File: config.mk
export PLATFORM = sky130hd
export DESIGN_NAME = mdm_hs_unit
export DESIGN_NICKNAME = d
export VERILOG_FILES = /design/src/rtl/mdm_pkg.sv /design/src/rtl/mdm_sync.sv /design/src/rtl/mdm_ctrl_reg.sv /design/src/rtl/mdm_delta.sv /design/src/rtl/mdm_hs_unit.sv
export SDC_FILE = /design/constraint.sdc
export NUM_CORES = 1
export LEC_CHECK = 0
export BUFFER_PORTS_ARGS = -buffer_cell sky130_fd_sc_hd__clkbuf_2
export CORE_MARGIN = 3
export CORE_UTILIZATION = 50
export DETAILED_ROUTE_END_ITERATION = 6
export PLACE_DENSITY = 0.88
export SETUP_SLACK_MARGIN = 0.02
export SYNTH_ARGS = -nofsm -noshare
export SYNTH_HDL_FRONTEND = slang
export SYNTH_HIERARCHICAL = 1
export SYNTH_SLANG_ARGS = --single-unit
File: constraint.sdc
create_clock -name clk -period 2 [get_ports clk]
set_input_delay 0.2 -clock clk [delete_from_list [all_inputs] [get_ports clk]]
set_output_delay 0.2 -clock clk [all_outputs]
set_load 0.05 [all_outputs]
File: src/rtl/mdm_pkg.sv
package mdm_pkg;
   localparam int unsigned MDM_LINES = 4;
   localparam int unsigned CTRL_W    = 5;

   // Status line order (also the change-flag bit order)
   localparam int unsigned LN_CTS = 0;
   localparam int unsigned LN_DSR = 1;
   localparam int unsigned LN_RI  = 2;
   localparam int unsigned LN_DCD = 3;

   // Control bit positions
   localparam int unsigned CB_DTR  = 0;
   localparam int unsigned CB_RTS  = 1;
   localparam int unsigned CB_OUT1 = 2;
   localparam int unsigned CB_OUT2 = 3;
   localparam int unsigned CB_LOOP = 4;

   typedef struct packed {
      logic dcd;
      logic ri;
      logic dsr;
      logic cts;
   } mdm_lines_t;
endpackage

File: src/rtl/mdm_sync.sv
module mdm_sync #(
   parameter int unsigned STAGES = 2,
   parameter int unsigned W      = 4,
   parameter logic [W-1:0] RST_VAL = '1
) (
   input  logic         clk,
   input  logic         rst_n,
   input  logic [W-1:0] d,
   output logic [W-1:0] q
);
   initial begin
      assert (STAGES >= 2) else $error("mdm_sync: at least two stages needed");
   end

   logic [W-1:0] stg [STAGES];

   always_ff @(posedge clk or negedge rst_n) begin
      if (!rst_n) begin
         for (int k = 0; k < STAGES; k++) stg[k] <= RST_VAL;
      end else begin
         stg[0] <= d;
         for (int k = 1; k < STAGES; k++) stg[k] <= stg[k-1];
      end
   end

   assign q = stg[STAGES-1];
endmodule

File: src/rtl/mdm_ctrl_reg.sv
module mdm_ctrl_reg
   import mdm_pkg::*;
#(
   parameter int unsigned DATA_W = 8
) (
   input  logic                 clk,
   input  logic                 rst_n,
   input  logic                 wr_en,
   input  logic [DATA_W-1:0]    wdata,
   output logic [CTRL_W-1:0]    ctrl_q,
   output logic                 loop_en,
   output logic [MDM_LINES-1:0] pin_n
);
   initial begin
      assert (DATA_W >= CTRL_W) else $error("mdm_ctrl_reg: data too narrow");
   end

   logic unused_hi;
   assign unused_hi = ^wdata[DATA_W-1:CTRL_W];

   always_ff @(posedge clk or negedge rst_n) begin
      if (!rst_n)     ctrl_q <= '0;
      else if (wr_en) ctrl_q <= wdata[CTRL_W-1:0];
   end

   assign loop_en = ctrl_q[CB_LOOP];

   for (genvar i = 0; i < MDM_LINES; i++) begin : g_pin
      assign pin_n[i] = loop_en ? 1'b1 : ~ctrl_q[i];
   end

   // a normal-mode write shows at the pins after the edge
   p_pin_follow_r1: assert property (@(posedge clk) disable iff (!rst_n)
      (wr_en && !wdata[CB_LOOP]) |=> (pin_n == ~$past(wdata[MDM_LINES-1:0])));

   // pins idle while looping
   p_pins_idle_r4: assert property (@(posedge clk) disable iff (!rst_n)
      (wr_en && wdata[CB_LOOP]) |=> (&pin_n));
endmodule

File: src/rtl/mdm_delta.sv
module mdm_delta #(
   parameter int unsigned LINES  = 4,
   parameter int unsigned RI_IDX = 2
) (
   input  logic             clk,
   input  logic             rst_n,
   input  logic [LINES-1:0] cur,
   input  logic             clr,
   output logic [LINES-1:0] delta_q
);
   initial begin
      assert (RI_IDX < LINES) else $error("mdm_delta: RI index out of range");
   end

   localparam logic [LINES-1:0] BOTH_MASK = ~(LINES'(1) << RI_IDX);

   logic [LINES-1:0] prev_q;
   logic [LINES-1:0] hit;

   for (genvar i = 0; i < LINES; i++) begin : g_line
      if (i == RI_IDX) begin : g_trail
         assign hit[i] = prev_q[i] & ~cur[i];
      end else begin : g_both
         assign hit[i] = prev_q[i] ^ cur[i];
         // any change of a two-edge line sets its flag
         p_both_edges_r6: assert property (@(posedge clk) disable iff (!rst_n)
            (cur[i] != prev_q[i]) |=> delta_q[i]);
      end
   end

   always_ff @(posedge clk or negedge rst_n) begin
      if (!rst_n) begin
         prev_q  <= '0;
         delta_q <= '0;
      end else begin
         prev_q  <= cur;
         delta_q <= (delta_q & ~{LINES{clr}}) | hit;
      end
   end

   // RI going active never sets its flag
   p_ri_one_edge_r7: assert property (@(posedge clk) disable iff (!rst_n)
      (!prev_q[RI_IDX] && cur[RI_IDX] && !delta_q[RI_IDX]) |=> !delta_q[RI_IDX]);

   // a read with no new change empties the flags
   p_clear_r8: assert property (@(posedge clk) disable iff (!rst_n)
      (clr && (cur == prev_q)) |=> (delta_q == '0));

   // a change coinciding with a read survives
   p_keep_on_hit_r8: assert property (@(posedge clk) disable iff (!rst_n)
      (clr && (((cur ^ prev_q) & BOTH_MASK) != '0)) |=> (delta_q != '0));
endmodule

File: src/rtl/mdm_hs_unit.sv
module mdm_hs_unit
   import mdm_pkg::*;
#(
   parameter int unsigned DATA_W      = 8,
   parameter int unsigned SYNC_STAGES = 2,
   parameter int unsigned LEVEL_W     = 3,
   parameter int unsigned IRQ_PRIO    = 4
) (
   input  logic              clk,
   input  logic              rst_n,
   input  logic              reg_sel,
   input  logic              wr_en,
   input  logic              rd_en,
   input  logic [DATA_W-1:0] wdata,
   output logic [DATA_W-1:0] rdata,
   input  logic              ie_modem,
   input  logic              cts_n,
   input  logic              dsr_n,
   input  logic              ri_n,
   input  logic              dcd_n,
   output logic              dtr_n,
   output logic              rts_n,
   output logic              out1_n,
   output logic              out2_n,
   input  logic              sin,
   output logic              sout,
   input  logic              tx_shift_out,
   output logic              rx_shift_in,
   output logic              irq,
   output logic [LEVEL_W-1:0] irq_level
);
   localparam int unsigned STAT_W = 2 * MDM_LINES;

   initial begin
      assert (DATA_W >= STAT_W) else $error("mdm_hs_unit: data narrower than status");
      assert (IRQ_PRIO < (1 << LEVEL_W)) else $error("mdm_hs_unit: level field too narrow");
   end

   logic [CTRL_W-1:0]    ctrl_q;
   logic                 loop_en;
   logic [MDM_LINES-1:0] pin_n;
   mdm_lines_t           pins_raw, pins_sync, act_ext, act_loop, act;
   logic [MDM_LINES-1:0] delta;
   logic                 rd_clr;

   mdm_ctrl_reg #(.DATA_W(DATA_W)) i_ctrl (
      .clk(clk), .rst_n(rst_n), .wr_en(wr_en && !reg_sel), .wdata(wdata),
      .ctrl_q(ctrl_q), .loop_en(loop_en), .pin_n(pin_n)
   );

   assign dtr_n  = pin_n[CB_DTR];
   assign rts_n  = pin_n[CB_RTS];
   assign out1_n = pin_n[CB_OUT1];
   assign out2_n = pin_n[CB_OUT2];

   assign pins_raw = '{dcd: dcd_n, ri: ri_n, dsr: dsr_n, cts: cts_n};

   mdm_sync #(.STAGES(SYNC_STAGES), .W(MDM_LINES), .RST_VAL('1)) i_sync (
      .clk(clk), .rst_n(rst_n), .d(pins_raw), .q(pins_sync)
   );

   assign act_ext  = ~pins_sync;
   assign act_loop = '{dcd: ctrl_q[CB_OUT2], ri: ctrl_q[CB_OUT1],
                       dsr: ctrl_q[CB_DTR],  cts: ctrl_q[CB_RTS]};
   assign act      = loop_en ? act_loop : act_ext;

   assign rd_clr = rd_en && reg_sel;

   mdm_delta #(.LINES(MDM_LINES), .RI_IDX(LN_RI)) i_delta (
      .clk(clk), .rst_n(rst_n), .cur(act), .clr(rd_clr), .delta_q(delta)
   );

   always_comb begin
      rdata = '0;
      if (reg_sel) rdata[STAT_W-1:0] = {act, delta};
      else         rdata[CTRL_W-1:0] = ctrl_q;
   end

   assign sout        = loop_en ? 1'b1 : tx_shift_out;
   assign rx_shift_in = loop_en ? tx_shift_out : sin;

   assign irq       = ie_modem && (|delta);
   assign irq_level = LEVEL_W'(IRQ_PRIO);

   // marking level and internal tap while looping
   p_sout_mark_r3: assert property (@(posedge clk) disable iff (!rst_n)
      loop_en |-> (sout && (rx_shift_in == tx_shift_out)));

   // unused control bits never read as 1
   p_upper_zero_r2: assert property (@(posedge clk) disable iff (!rst_n)
      !reg_sel |-> (rdata[DATA_W-1:CTRL_W] == '0));

   // request only with enable and a pending flag
   p_irq_src_r9: assert property (@(posedge clk) disable iff (!rst_n)
      irq |-> (ie_modem && (rdata[MDM_LINES-1:0] != '0 || !reg_sel)));

   // looping makes all output pins idle
   p_loop_idle_r4: assert property (@(posedge clk) disable iff (!rst_n)
      loop_en |-> (dtr_n && rts_n && out1_n && out2_n));
endmodule

==> flow_summary.html <==
<table>
<tr><th>Metric</th><th>Value</th></tr>
<tr><th colspan="2">Die</th></tr>
<tr><td>Num rows</td><td>15</td></tr>
<tr><td>I/O pin count</td><td>38</td></tr>
<tr><td>Floorplan die area</td><td>2480 sq um</td></tr>
<tr><td>Initial Utilization</td><td>0.543</td></tr>
<tr><td>Height of the die</td><td>49.8 microns</td></tr>
<tr><td>Overall die width</td><td>49.8 microns</td></tr>
<tr><td>Core area</td><td>1760 sq um</td></tr>
<tr><th colspan="2">Pwr</th></tr>
<tr><td>Areal power density over the cells</td><td>984 nW/um^2</td></tr>
<tr><td>IR Drop Worst-Case VDD</td><td>0.730 mV</td></tr>
<tr><td>Static leakage power</td><td>0.556 nW</td></tr>
<tr><th colspan="2">Clocking</th></tr>
<tr><td>Number of buffers added by the clock tree synthesis step</td><td>3</td></tr>
<tr><td>Clock tree root buffer cell</td><td>sky130_fd_sc_hd__clkbuf_4</td></tr>
<tr><td>Clk_lat worst skew</td><td>0.30 ns</td></tr>
<tr><td>TritonCTS clock tree</td><td>built</td></tr>
<tr><td>Number of buffers inserted to repair setup after CTS</td><td>0</td></tr>
<tr><td>Longest Clk Path Bufs</td><td>2</td></tr>
<tr><td>Total number of clock tree sinks</td><td>21</td></tr>
<tr><td>Reg clk slew, reported paths</td><td>0.11 ns</td></tr>
<tr><td>Htree depth</td><td>1</td></tr>
<tr><td>Total of cells resized after clock tree synthesis</td><td>0</td></tr>
<tr><th colspan="2">Worst setup path</th></tr>
<tr><td>Setup slack of the worst register-to-register path</td><td>0.59 ns</td></tr>
<tr><td>Worst endpoint required time</td><td>1.80 ns</td></tr>
<tr><td>Kind of critical path</td><td>flip-flop to output port</td></tr>
<tr><td>Type of origin of the critical path</td><td>flip-flop</td></tr>
<tr><td>Worst path arrival time</td><td>1.65 ns</td></tr>
<tr><td>Launching instance or port of the critical path</td><td>i_ctrl/ctrl_q[4]</td></tr>
<tr><td>R2r startpoint</td><td>i_ctrl/ctrl_q[4]</td></tr>
<tr><td>Number of cells on the worst reg-to-reg path</td><td>4</td></tr>
<tr><td>Largest driver fanout on the critical path</td><td>18</td></tr>
<tr><td>Critical Path Sink Type</td><td>output port</td></tr>
<tr><th colspan="2">Global routing</th></tr>
<tr><td>Vias in the first global route</td><td>672</td></tr>
<tr><td>Antenna violations before repair</td><td>0</td></tr>
<tr><td>Pin count of the biggest net entering global routing</td><td>22</td></tr>
<tr><td>All-layer global routing usage</td><td>0.162</td></tr>
<tr><td>GRT Residual Overflow</td><td>0</td></tr>
<tr><td>Global-route wire length before repair</td><td>2970 microns</td></tr>
<tr><th colspan="2">Timing</th></tr>
<tr><td>Setup TNS</td><td>0 ns</td></tr>
<tr><td>Number of pins exceeding their max-slew limit in the final report</td><td>0</td></tr>
<tr><td>RSZ-0062 raised after global routing</td><td>false</td></tr>
<tr><td>Worst Clk Skew</td><td>0.00820 ns</td></tr>
<tr><td>Final period utilization</td><td>0.925</td></tr>
<tr><td>Final critical-path required period</td><td>1.85 ns</td></tr>
<tr><td>Number of hold violations in the final report</td><td>0</td></tr>
<tr><td>Final setup violation count</td><td>0</td></tr>
<tr><td>Maximum clock frequency</td><td>541 MHz</td></tr>
<tr><td>Post-route worst setup slack</td><td>0.150 ns</td></tr>
<tr><th colspan="2">Final layout</th></tr>
<tr><td>Antenna Cells</td><td>0</td></tr>
<tr><td>Fraction of the core area covered by cells at the end of the flow</td><td>0.649</td></tr>
<tr><td>Number of filler instances in the final layout</td><td>156</td></tr>
<tr><td>Share of layout cells above drive strength 1</td><td>0.412</td></tr>
<tr><td>Layout Nets</td><td>135</td></tr>
<tr><td>Syn-to-layout area delta</td><td>19.6%</td></tr>
<tr><td>Area of the multi-input gates</td><td>317 sq um</td></tr>
<tr><td>Storage cell area</td><td>536 sq um</td></tr>
<tr><th colspan="2">Route</th></tr>
<tr><td>DRC marker count from the first detailed-route iteration</td><td>2</td></tr>
<tr><td>Remaining DRCs</td><td>0</td></tr>
<tr><td>Detail-routed via count per cell</td><td>4.80</td></tr>
<tr><td>First-pass detailed-route iteration total</td><td>4</td></tr>
<tr><td>Final wirelength</td><td>1720 microns</td></tr>
<tr><td>Remaining antenna violation count after routing</td><td>0</td></tr>
<tr><td>Wire length per cell after detailed routing</td><td>12.4 microns</td></tr>
<tr><td>Vias after detailed routing</td><td>667</td></tr>
<tr><th colspan="2">Worst hold path</th></tr>
<tr><td>Hold depth</td><td>2</td></tr>
<tr><td>Startpoint of the tightest hold check path</td><td>wdata[3]</td></tr>
<tr><td>Min-delay worst type</td><td>input port to flip-flop</td></tr>
<tr><th colspan="2">Placement</th></tr>
<tr><td>Pre-CTS setup slack</td><td>0.485 ns</td></tr>
<tr><td>Number of port buffers</td><td>31</td></tr>
<tr><td>HPWL after detailed placement</td><td>1310 microns</td></tr>
<tr><td>Final RePlAce weighted congestion</td><td>0.731</td></tr>
<tr><th colspan="2">Logic synthesis</th></tr>
<tr><td>Cell count after synthesis</td><td>83</td></tr>
<tr><td>Synth Cell Area</td><td>957 sq um</td></tr>
<tr><td>Leading cell types by count after synthesis</td><td>sky130_fd_sc_hd__dfrtp_1, sky130_fd_sc_hd__buf_4, sky130_fd_sc_hd__dfstp_2, sky130_fd_sc_hd__inv_1</td></tr>
<tr><td>Share of Yosys cell area claimed by the top area cell type</td><td>0.340</td></tr>
<tr><td>Share of synthesized registers carrying an async set or reset</td><td>1.00</td></tr>
<tr><td>Most common cell in the synthesized netlist</td><td>sky130_fd_sc_hd__dfrtp_1</td></tr>
<tr><td>Sequential fraction of the synthesis area</td><td>0.559</td></tr>
<tr><td>Average instance area after synthesis</td><td>11.5 sq um</td></tr>
<tr><td>Count of cell types in the netlist</td><td>24</td></tr>
<tr><td>Top_reg_cell synth</td><td>sky130_fd_sc_hd__dfrtp_1</td></tr>
<tr><td>Synth warn</td><td>6</td></tr>
<tr><td>#FFs+latches synth</td><td>21</td></tr>
<tr><td>EDFF count, synth</td><td>0</td></tr>
<tr><td>Cell type with the largest total area after synthesis</td><td>sky130_fd_sc_hd__dfrtp_1</td></tr>
<tr><td>Largest cells by area after synthesis</td><td>sky130_fd_sc_hd__dfrtp_1, sky130_fd_sc_hd__dfstp_2, sky130_fd_sc_hd__buf_4</td></tr>
<tr><th colspan="2">Flow run</th></tr>
<tr><td>Number of max-capacitance violations reported</td><td>0</td></tr>
<tr><th colspan="2">Outcome</th></tr>
<tr><td>Run status</td><td>finished clean</td></tr>
</table>
[worst max-delay path, stage by stage, from the launching register on]
cell and delay [ns]:
sky130_fd_sc_hd__dfrtp_1 0.64, sky130_fd_sc_hd__or2b_1 0.28, sky130_fd_sc_hd__a31o_1 0.20, sky130_fd_sc_hd__clkbuf_2 0.23
[path summary, 6_finish.rpt]
| path | endpoint |
|---|---|
| worst max-delay path | rdata[4] |
| worst min-delay path | i_ctrl/ctrl_q[3] |
| worst max register to register | i_delta/delta_q[0] |
| worst min register to register | i_sync/q[1] |
| max in group asynchronous | i_sync/q[2] |
| min in group asynchronous | i_delta/prev_q[1] |
[metrics by stage]
step                cell area [sq um]  power, W  cells  hold WS [ns]
floorplan                         961  0.000858     84       -0.0956
global placement                 1070  0.000920    130         0.178
detailed placement               1070  0.000936    130         0.180
CTS                              1140   0.00114    139         0.105
global route                     1140   0.00119    139         0.111
finish                           1140   0.00113    139         0.116
[layer usage]
| layer | vias up | global-route usage | wire [microns] |
|---|---|---|---|
| li1 | 318 | - | - |
| met1 | 320 | 0.189 | 694 |
| met5 | - | 0 | 0 |
| met3 | 4 | 0.0181 | 88 |
| met2 | 25 | 0.291 | 908 |
| met4 | 0 | 0.0829 | 29 |
[sequential cells by signal, indices dropped and copies added, names as in the netlist]
signal and count:
i_sync/q 4, i_sync/stg 4, i_ctrl/ctrl_q 5, i_delta/delta_q 4
i_delta/prev_q 4
[repair_timing]
action | CTS | global route
endpoints found under the hold margin | 17 | 0
hold buffers | 5 | 0
setup endpoints to repair | 0 | 0
[cells by family (layout without fill, tap and decap cells)]
| group | after synthesis | after routing | synth area share |
|---|---|---|---|
| other | 2 | 3 | 0.00785 |
| AND/OR/NAND/NOR | 18 | 18 | 0.108 |
| AO/OA/AOI/OAI | 13 | 13 | 0.0889 |
| XOR/XNOR | 3 | 3 | 0.0275 |
| flip-flops | 21 | 21 | 0.559 |
| multiplexers | 8 | 8 | 0.0941 |
| buffers and inverters | 18 | 48 | 0.114 |
[placed cells by master (no fill, tap or decap), types with 4 or more instances in the layout]
master	Yosys	layout
sky130_fd_sc_hd__dlygate4sd3_1	0	5
sky130_fd_sc_hd__nand2_1	4	4
sky130_fd_sc_hd__dfstp_2	8	8
sky130_fd_sc_hd__mux2_1	5	5
sky130_fd_sc_hd__nand2b_1	5	5
sky130_fd_sc_hd__dfrtp_1	13	13
sky130_fd_sc_hd__nor2b_1	4	4
sky130_fd_sc_hd__clkbuf_2	0	31
sky130_fd_sc_hd__inv_1	8	8
[final cells by class]
type,instances,share of cell area
Clock buffer,4,0.0230
Inverter,8,0.0262
Multi-Input combinational cell,45,0.277
Sequential cell,21,0.468
Tap cell,25,0.0273
Timing Repair Buffer,36,0.179
[where the power goes]
part	internal, W	switching [W]	total, W
Combinational	0.000120	0.000270	0.000391
Sequential	0.000490	0.0000516	0.000542
Clock	0.0000777	0.000116	0.000194
Total	0.000688	0.000438	0.00113
Power figures use the tool's default switching activity.
